===== src/rtl/wdt_pkg.sv =====
package wdt_pkg;

  typedef enum logic [1:0] {
    PSC_DIV2   = 2'd0,
    PSC_DIV4   = 2'd1,
    PSC_DIV128 = 2'd2,
    PSC_DIV256 = 2'd3
  } psc_sel_e;

  localparam int unsigned PSC_MAX_DIV = 256;

  // Ratio of system clocks per counter step for a select code.
  function automatic int unsigned psc_divisor(input logic [1:0] sel);
    case (psc_sel_e'(sel))
      PSC_DIV2:   return 2;
      PSC_DIV4:   return 4;
      PSC_DIV128: return 128;
      default:    return 256;
    endcase
  endfunction

endpackage


===== src/rtl/wdt_prescaler.sv =====
module wdt_prescaler
  import wdt_pkg::*;
#(
  parameter int unsigned PSC_W = 8
) (
  input  logic       clk_i,
  input  logic       rst_ni,
  input  logic       clear_i,
  input  logic       run_i,
  input  logic [1:0] sel_i,
  output logic       tick_o
);

  logic [PSC_W-1:0] phase_q;
  logic [PSC_W-1:0] terminal;

  // Last phase value before a step is due.
  assign terminal = PSC_W'(psc_divisor(sel_i) - 1);
  assign tick_o   = run_i && (phase_q == terminal);

  always_ff @(posedge clk_i or negedge rst_ni) begin
    if (!rst_ni) begin
      phase_q <= '0;
    end else if (clear_i) begin
      phase_q <= '0;
    end else if (run_i) begin
      phase_q <= tick_o ? '0 : phase_q + 1'b1;
    end
  end

endmodule


===== src/rtl/wdt_counter.sv =====
module wdt_counter #(
  parameter int unsigned CNT_W    = 16,
  parameter int unsigned RELOAD_W = 8
) (
  input  logic                clk_i,
  input  logic                rst_ni,
  input  logic                clear_i,
  input  logic                load_i,
  input  logic [RELOAD_W-1:0] reload_i,
  input  logic                tick_i,
  output logic [CNT_W-1:0]    cnt_o,
  output logic                ovf_o
);

  localparam int unsigned LOW_W = CNT_W - RELOAD_W;

  // Counter image written by a service: reload in the top bits, zeros below.
  function automatic logic [CNT_W-1:0] reload_image(input logic [RELOAD_W-1:0] r);
    return {r, {LOW_W{1'b0}}};
  endfunction

  logic [CNT_W-1:0] cnt_q;

  assign cnt_o = cnt_q;
  assign ovf_o = tick_i && (&cnt_q) && !load_i && !clear_i;

  always_ff @(posedge clk_i or negedge rst_ni) begin
    if (!rst_ni) begin
      cnt_q <= '0;
    end else if (clear_i) begin
      cnt_q <= '0;
    end else if (load_i) begin
      cnt_q <= reload_image(reload_i);
    end else if (tick_i) begin
      cnt_q <= cnt_q + 1'b1;
    end
  end

endmodule


===== src/rtl/wdt_ctrl.sv =====
module wdt_ctrl #(
  parameter int unsigned HOLD_CLKS = 4
) (
  input  logic clk_i,
  input  logic rst_ni,
  input  logic disable_i,
  input  logic eoi_i,
  input  logic ovf_i,
  output logic en_o,
  output logic init_done_o,
  output logic trip_o,
  output logic restart_o
);

  localparam int unsigned HOLD_W = $clog2(HOLD_CLKS + 1);

  logic              en_q;
  logic              init_q;
  logic              trip_q;
  logic [HOLD_W-1:0] hold_q;

  assign restart_o   = trip_q && (hold_q == HOLD_W'(HOLD_CLKS - 1));
  assign en_o        = en_q;
  assign init_done_o = init_q;
  assign trip_o      = trip_q;

  always_ff @(posedge clk_i or negedge rst_ni) begin
    if (!rst_ni) begin
      en_q <= 1'b1;
    end else if (restart_o) begin
      en_q <= 1'b1;
    end else if (disable_i && !init_q) begin
      en_q <= 1'b0;
    end
  end

  always_ff @(posedge clk_i or negedge rst_ni) begin
    if (!rst_ni) begin
      init_q <= 1'b0;
    end else if (restart_o) begin
      init_q <= 1'b0;
    end else if (eoi_i) begin
      init_q <= 1'b1;
    end
  end

  always_ff @(posedge clk_i or negedge rst_ni) begin
    if (!rst_ni) begin
      trip_q <= 1'b0;
      hold_q <= '0;
    end else if (restart_o) begin
      trip_q <= 1'b0;
      hold_q <= '0;
    end else if (trip_q) begin
      hold_q <= hold_q + 1'b1;
    end else if (ovf_i) begin
      trip_q <= 1'b1;
      hold_q <= '0;
    end
  end

endmodule


===== src/rtl/wdt_supervisor.sv =====
module wdt_supervisor
  import wdt_pkg::*;
#(
  parameter int unsigned CNT_W     = 16,
  parameter int unsigned RELOAD_W  = 8,
  parameter int unsigned HOLD_CLKS = 4
) (
  input  logic                clk_i,
  input  logic                rst_ni,
  input  logic [1:0]          div_sel_i,
  input  logic [RELOAD_W-1:0] reload_i,
  input  logic                service_i,
  input  logic                disable_i,
  input  logic                init_done_i,
  output logic                sys_reset_req_o,
  output logic                reset_out_no
);

  localparam int unsigned PSC_W = $clog2(PSC_MAX_DIV);

  // Named internal events, visible to the bound checker.
  logic             tick;
  logic             ovf_evt;
  logic             wdt_en;
  logic             init_done;
  logic             trip;
  logic             restart;
  logic             run;
  logic [CNT_W-1:0] cnt;

  assign run = wdt_en && !trip;

  wdt_prescaler #(.PSC_W(PSC_W)) u_psc (
    .clk_i   (clk_i),
    .rst_ni  (rst_ni),
    .clear_i (service_i || restart),
    .run_i   (run),
    .sel_i   (div_sel_i),
    .tick_o  (tick)
  );

  wdt_counter #(.CNT_W(CNT_W), .RELOAD_W(RELOAD_W)) u_cnt (
    .clk_i    (clk_i),
    .rst_ni   (rst_ni),
    .clear_i  (restart),
    .load_i   (service_i),
    .reload_i (reload_i),
    .tick_i   (tick),
    .cnt_o    (cnt),
    .ovf_o    (ovf_evt)
  );

  wdt_ctrl #(.HOLD_CLKS(HOLD_CLKS)) u_ctrl (
    .clk_i       (clk_i),
    .rst_ni      (rst_ni),
    .disable_i   (disable_i),
    .eoi_i       (init_done_i),
    .ovf_i       (ovf_evt),
    .en_o        (wdt_en),
    .init_done_o (init_done),
    .trip_o      (trip),
    .restart_o   (restart)
  );

  assign sys_reset_req_o = trip;
  assign reset_out_no    = ~trip;

endmodule


===== config.mk =====
export PLATFORM = sky130hd
export DESIGN_NAME = wdt_supervisor
export DESIGN_NICKNAME = d
export VERILOG_FILES = /design/src/rtl/wdt_pkg.sv /design/src/rtl/wdt_prescaler.sv /design/src/rtl/wdt_counter.sv /design/src/rtl/wdt_ctrl.sv /design/src/rtl/wdt_supervisor.sv
export SDC_FILE = /design/constraint.sdc
export NUM_CORES = 1
export LEC_CHECK = 0
export CAP_MARGIN = 25
export CORE_MARGIN = 2
export CORE_UTILIZATION = 53
export DETAILED_ROUTE_END_ITERATION = 10
export PLACE_DENSITY = 0.75
export SLEW_MARGIN = 15
export SYNTH_ARGS = -nofsm -noshare
export SYNTH_HDL_FRONTEND = slang
export SYNTH_SLANG_ARGS = --single-unit
export TNS_END_PERCENT = 30

===== constraint.sdc =====
create_clock -name clk_i -period 2.66 [get_ports clk_i]
set_input_delay 0.266 -clock clk_i [delete_from_list [all_inputs] [get_ports clk_i]]
set_output_delay 0.266 -clock clk_i [all_outputs]
set_load 0.05 [all_outputs]

# Word-level counts from Yosys, hierarchy flattened
# Index checks and enable logic that the tools add are counted.
[word_totals]
ff_bits = 30
in_bits = 15
out_inout_bits = 2
wordCells = 51
[classes]
add_sub_neg = 4
eq_ne = 4
muxes = 17
n_bitwise = 1
n_reduce_logical = 19
[ops]
columns = ["cell", "n"]
rows = [
  ["two-way mux 16 bit", 3],
  ["two-way mux 8 bit", 3],
  ["one-hot mux 8 bit (3 select lines)", 1],
  ["adder 16 x 1 -> 16 bit, second input constant", 1],
  ["AND reduction 16 bit", 1],
  ["two-way mux 3 bit", 3],
  ["adder 8 x 1 -> 8 bit, second input constant", 1],
  ["== test 8 bit", 1],
  ["subtractor 8 x 1 -> 8 bit, second input constant", 1],
  ["logical AND 1 bit", 7],
  ["two-way mux 1 bit", 7],
  ["nonzero test 2 bit", 3],
  ["nonzero test 3 bit", 2],
  ["logical NOT 1 bit", 4],
  ["adder 3 x 1 -> 3 bit, second input constant", 1],
  ["== test 3 x 2 -> 1 bit, second input constant", 1],
  ["== test 2 x 1 -> 1 bit, second input constant", 1],
  ["== test 2 bit, second input constant", 1],
  ["logical NOT 2 bit", 1],
  ["logical OR 1 bit", 1],
  ["inverter 1 bit", 1],
]

# Depth between registers and ports, before layout
[logic_depth]
depth_word = 11
depth_mapped = 7
ltp_nobuf = 7

# Hierarchy
# From an unflattened synthesis, not the netlist that was laid out.
[unflattened]
hier_cells = 178
area_unflattened_um2 = 1732.9
[modules_own_cells]
columns = ["module", "n_inst", "cells_each", "area_each_um2", "seq_area_each_um2"]
rows = [
  ["wdt_counter", 1, 97, 924.6, 400.4],
  ["wdt_prescaler", 1, 55, 515.5, 200.2],
  ["wdt_ctrl", 1, 23, 276.5, 151.4],
  ["wdt_supervisor", 1, 3, 16.3, 0.0],
]

# Worst setup path before layout
# OpenSTA, ideal clock, no wires.
[synth_timing]
path_type = "reg-to-reg"
start = "register u_ctrl.trip_q, in the netlist u_ctrl.trip_o"
end = "register u_ctrl.hold_q[1]"
setup_time_ns = 0.122
t_arrival_ns = 1.971
t_required_ns = 2.538
setup_slack_ns = 0.567
stages_incl_launch_ff = 6
n_path_buf = 0
period_less_slack_ns = 2.093
cell_sequence = "dfrtp_1 > nand3b_1 > a221oi_4 > o2111ai_2 > or3_1 > a32o_1"
[synth_between]
elab_chain_cells = 7
word_cells_on_any_way = 11
classes_between = "mux: 2; reduce/logical: 9"
[synth_lines]
columns = ["item", "line_no", "source"]
rows = [
  ["start, declared", "wdt_ctrl.sv:19", "logic trip_q;"],
  ["start signal, assigned", "wdt_ctrl.sv:49", "trip_q <= 1'b0;"],
  ["start signal, assigned", "wdt_ctrl.sv:52", "trip_q <= 1'b0;"],
  ["start signal, assigned", "wdt_ctrl.sv:57", "trip_q <= 1'b1;"],
  ["logical NOT 1 bit", "wdt_supervisor.sv:31", "assign run = wdt_en && !trip;"],
  ["logical AND 1 bit", "wdt_supervisor.sv:31", ""],
  ["logical AND 1 bit", "wdt_prescaler.sv:19", "assign tick_o = run_i && (phase_q == terminal);"],
  ["logical AND 1 bit (3 in a row)", "wdt_counter.sv:25", "assign ovf_o = tick_i && (&cnt_q) && !load_i && !clear_i;"],
  ["nonzero test 3 bit (no line)", "n/a", ""],
  ["end signal, assigned", "wdt_ctrl.sv:55", "hold_q <= hold_q + 1'b1;"],
  ["end, declared", "wdt_ctrl.sv:20", "logic [HOLD_W-1:0] hold_q;"],
]
# Parallel ways exist; a longest one is shown, timed or not.
# A chain may end at the register's enable or synchronous reset.

# Final worst setup path
[layout_timing]
start = "register u_psc.phase_q[3]"
end = "register u_cnt.cnt_q[13], in the netlist u_cnt.cnt_o[13]"
[layout_between]
elab_chain_cells = 3
[layout_lines]
columns = ["item", "line_no", "source"]
rows = [
  ["start, declared", "wdt_prescaler.sv:14", "logic [PSC_W-1:0] phase_q;"],
  ["start signal, assigned", "wdt_prescaler.sv:27", "phase_q <= tick_o ? '0 : phase_q + 1'b1;"],
  ["== test 8 bit", "wdt_prescaler.sv:19", ""],
  ["logical AND 1 bit", "wdt_prescaler.sv:19", ""],
  ["nonzero test 3 bit (no line)", "n/a", ""],
  ["end signal, assigned", "wdt_counter.sv:33", "cnt_q <= reload_image(reload_i);"],
  ["end signal, assigned", "wdt_counter.sv:35", "cnt_q <= cnt_q + 1'b1;"],
  ["end, declared", "wdt_counter.sv:22", "logic [CNT_W-1:0] cnt_q;"],
]
# Every way passes these cells.

==> flow_summary.toml <==
[layout]
area_growth_pct = 16.6
seq_area_sq_um = 752
finish.net_count = 212
n_fill_cell = 267
stdcell_count = 227
fin_util_pct = 63.8
multi_input_area_sq_um = 851
insertedDiodeCount = 0
drive_above_1_share_pct = 10.3

[worst_hold_path]
hold_path_class = "primary input to async pin"

[sta]
postLayoutSetupSlackWorst_ns = 0.368
fin_crit_sh_pct = 86.2
worst_slew_pin_slew_ns = 0.490
fin_tns_setup_ns = 0
fmax_mhz = 436
setup_violations = 0
period_needed_ns = 2.29
hold_viol = 0
rsz0062_at_grt = "false"
relSlewSlack_pct = 67.2
maxSlewViolCount = 0
fin_worst_skew_ns = 0.00496
hold_ws_ns = 0.316

[power_and_ir_drop]
peakVddDrop_mv = 0.294
powerDensity_mw_per_mm2 = 429
power_leakage_uw = 0.000793

[placement]
dp_slack_ns = 0.118
dpl.hpwl_mm = 2.41
dp.cells = 219
place_congestion = 0.799
io_buffers = 16

[global_route]
grt_pass1_vias = 1394
overflow = 0
grt_pass1_wl_mm = 6.09
antenna_found_initial = 0
track_usage_pct = 23.0
grt_max_degree = 31

[routing]
vias_per_cell = 5.95
drc_errors = 0
route.vias.total = 1351
firstDrtPassIters = 4
ant_nets = 0
routed_wl_mm = 3.29
post_drt_wl_per_cell_um = 14.5
drt_iter0_markers = 67

[floorplanning]
die_w_um = 59.7
core_area_sq_mm = 0.00300
initial_core_util_pct = 54.8
rows = 20
die_area_sq_mm = 0.00356
die_h_um = 59.7
io_pins = 17

[setup_path]
crit_fanout = 8
path_class = "flip-flop to flip-flop"
cp-end-kind = "flip-flop"
critPathArrivalTime_ns = 2.55
startpoint_type = "flip-flop"
required_ns = 2.92

[clocking]
cts.clk_slew.worst_paths_ns = 0.09
cts.htree.levels = 2
cts_root_buf = "clkbuf_4"
hold_buffers = 0
clk_path_buf_depth = 2
worstSkewPairLatency_ns = 0.33
cts_tree = "done"
ctsResizeCount = 0
cts_made_buffers = 5
clock_sinks = 30
post_cts.repair.setup_buffers = 0

[synth]
synth_area_leaders = "dfrtp_1, o21ai_0, xor2_1"
yosysWarningCount = 0
synth.distinct_cells = 39
synth_nets = 187
syn_area_sq_mm = 0.00164
synthCells = 168
synth-edff-count = 0
synth.avg_cell_area_sq_um = 9.79
synth_top_area_share_pct = 44.1
ys_ff_latch = 30
yosys.area.top_type = "dfrtp_1"
synth_flop_cell = "dfrtp_1"
async_reset_ff_share_pct = 100
synth_seq_area_share_pct = 45.7

[outcome]
status = "finished clean"

[run]
cap_violations = 0
-- cell usage in the layout (no fill, tap or decap), drive strengths merged --
cell	synthesis	final
dfrtp	29	29
o21ai	18	18
nor2	16	16
clkdlybuf4s50	0	16
nand2	15	15
or3	9	9
xor2	9	9
a31oi	8	8
clkbuf	3	8
nand3	6	6
buf	1	6
inv	5	5
o31ai	4	4
ha	4	4
or4	4	4
o2111ai	4	4
and2	3	3
nand4	3	3
xnor2	3	3
a21oi	3	3
nand2b	2	2
and4	2	2
and3	2	2
nor2b	2	2
nor3	2	2
nand3b	1	1
a221oi	1	1
a21o	1	1
o211a	1	1
o21a	1	1
a31o	1	1
o211ai	1	1
mux2i	1	1
a32o	1	1
o311ai	1	1
dfstp	1	1
-- state kept, by name, indices dropped and copies added, names as in the netlist --
| name | flops |
|---|---|
| u_ctrl.en_o | 1 |
| u_ctrl.hold_q | 3 |
| u_cnt.cnt_o | 16 |
| u_ctrl.init_done_o | 1 |
| u_ctrl.trip_o | 1 |
| u_psc.phase_q | 8 |
-- metal layers --
metal | track usage, % | up-vias | part of all wire [%]
li1 | - | 669 | -
met1 | 30.1 | 649 | 47
met2 | 36.6 | 27 | 47
met3 | 5.84 | 6 | 4.1
met4 | 8.57 | 0 | 1.6
met5 | 0 | - | 0
-- through the flow --
stage,total power (uW),cell area (sq um)
3_3_place_gp,575,1870
4_1_cts,830,1920
2_1_floorplan,532,1640
5_1_grt,858,1920
6_report,822,1920
3_5_place_dp,578,1870
-- Yosys cell counts (4+ instances only) --
library cell  number
o31ai_1            4
or3_1              9
a31oi_1            8
nor2_1            16
dfrtp_1           29
nand2_1           15
inv_1              5
ha_1               4
xor2_1             9
nand3_1            6
o21ai_0           17
-- area by class of cell --
type,count,share of cell area [%]
inverter,5,0.979
timing repair buffer,22,10.7
multi-input combinational,129,44.4
sequential,30,39.2
tap,33,2.15
clock buffer,8,2.55
-- worst max-delay path: stages, from the launching register on --
cell,delay [ns]
dfrtp_1,0.45
or4_4,0.57
nor3_4,0.16
buf_4,0.18
o2111ai_2,0.22
or4_1,0.47
a31oi_1,0.17
-- final timing paths --
path                               startpoint            endpoint  slack (ns)  depth (start not counted)
min in group clk_i         u_ctrl.init_done_o  u_ctrl.init_done_o        0.49                          1
min reg2reg                u_ctrl.init_done_o  u_ctrl.init_done_o        0.49                          1
max reg2reg                  u_psc.phase_q[3]     u_cnt.cnt_o[13]        0.37                          6
max                          u_psc.phase_q[3]     u_cnt.cnt_o[13]        0.37                          6
max in group asynchronous              rst_ni         u_ctrl.en_o        2.02                          2
min                                    rst_ni     u_cnt.cnt_o[14]        0.32                          2
-- report_power, final --
part | leakage, uW | switching [uW] | internal [uW]
Combinational | 0.000380 | 41.5 | 40.1
Clock | 0.0000265 | 149 | 105
Sequential | 0.000387 | 14.7 | 472
-- kinds of logic after synthesis --
family / after synthesis / synth area share (%)
fa+ha+maj: 4 / 3.04
xor+xnor: 12 / 6.39
mux: 1 / 0.609
buf+inv: 9 / 2.51
flops: 30 / 45.7
simple gates: 67 / 22.1
compound gates: 45 / 19.6
(Power assumes the default switching activity.)
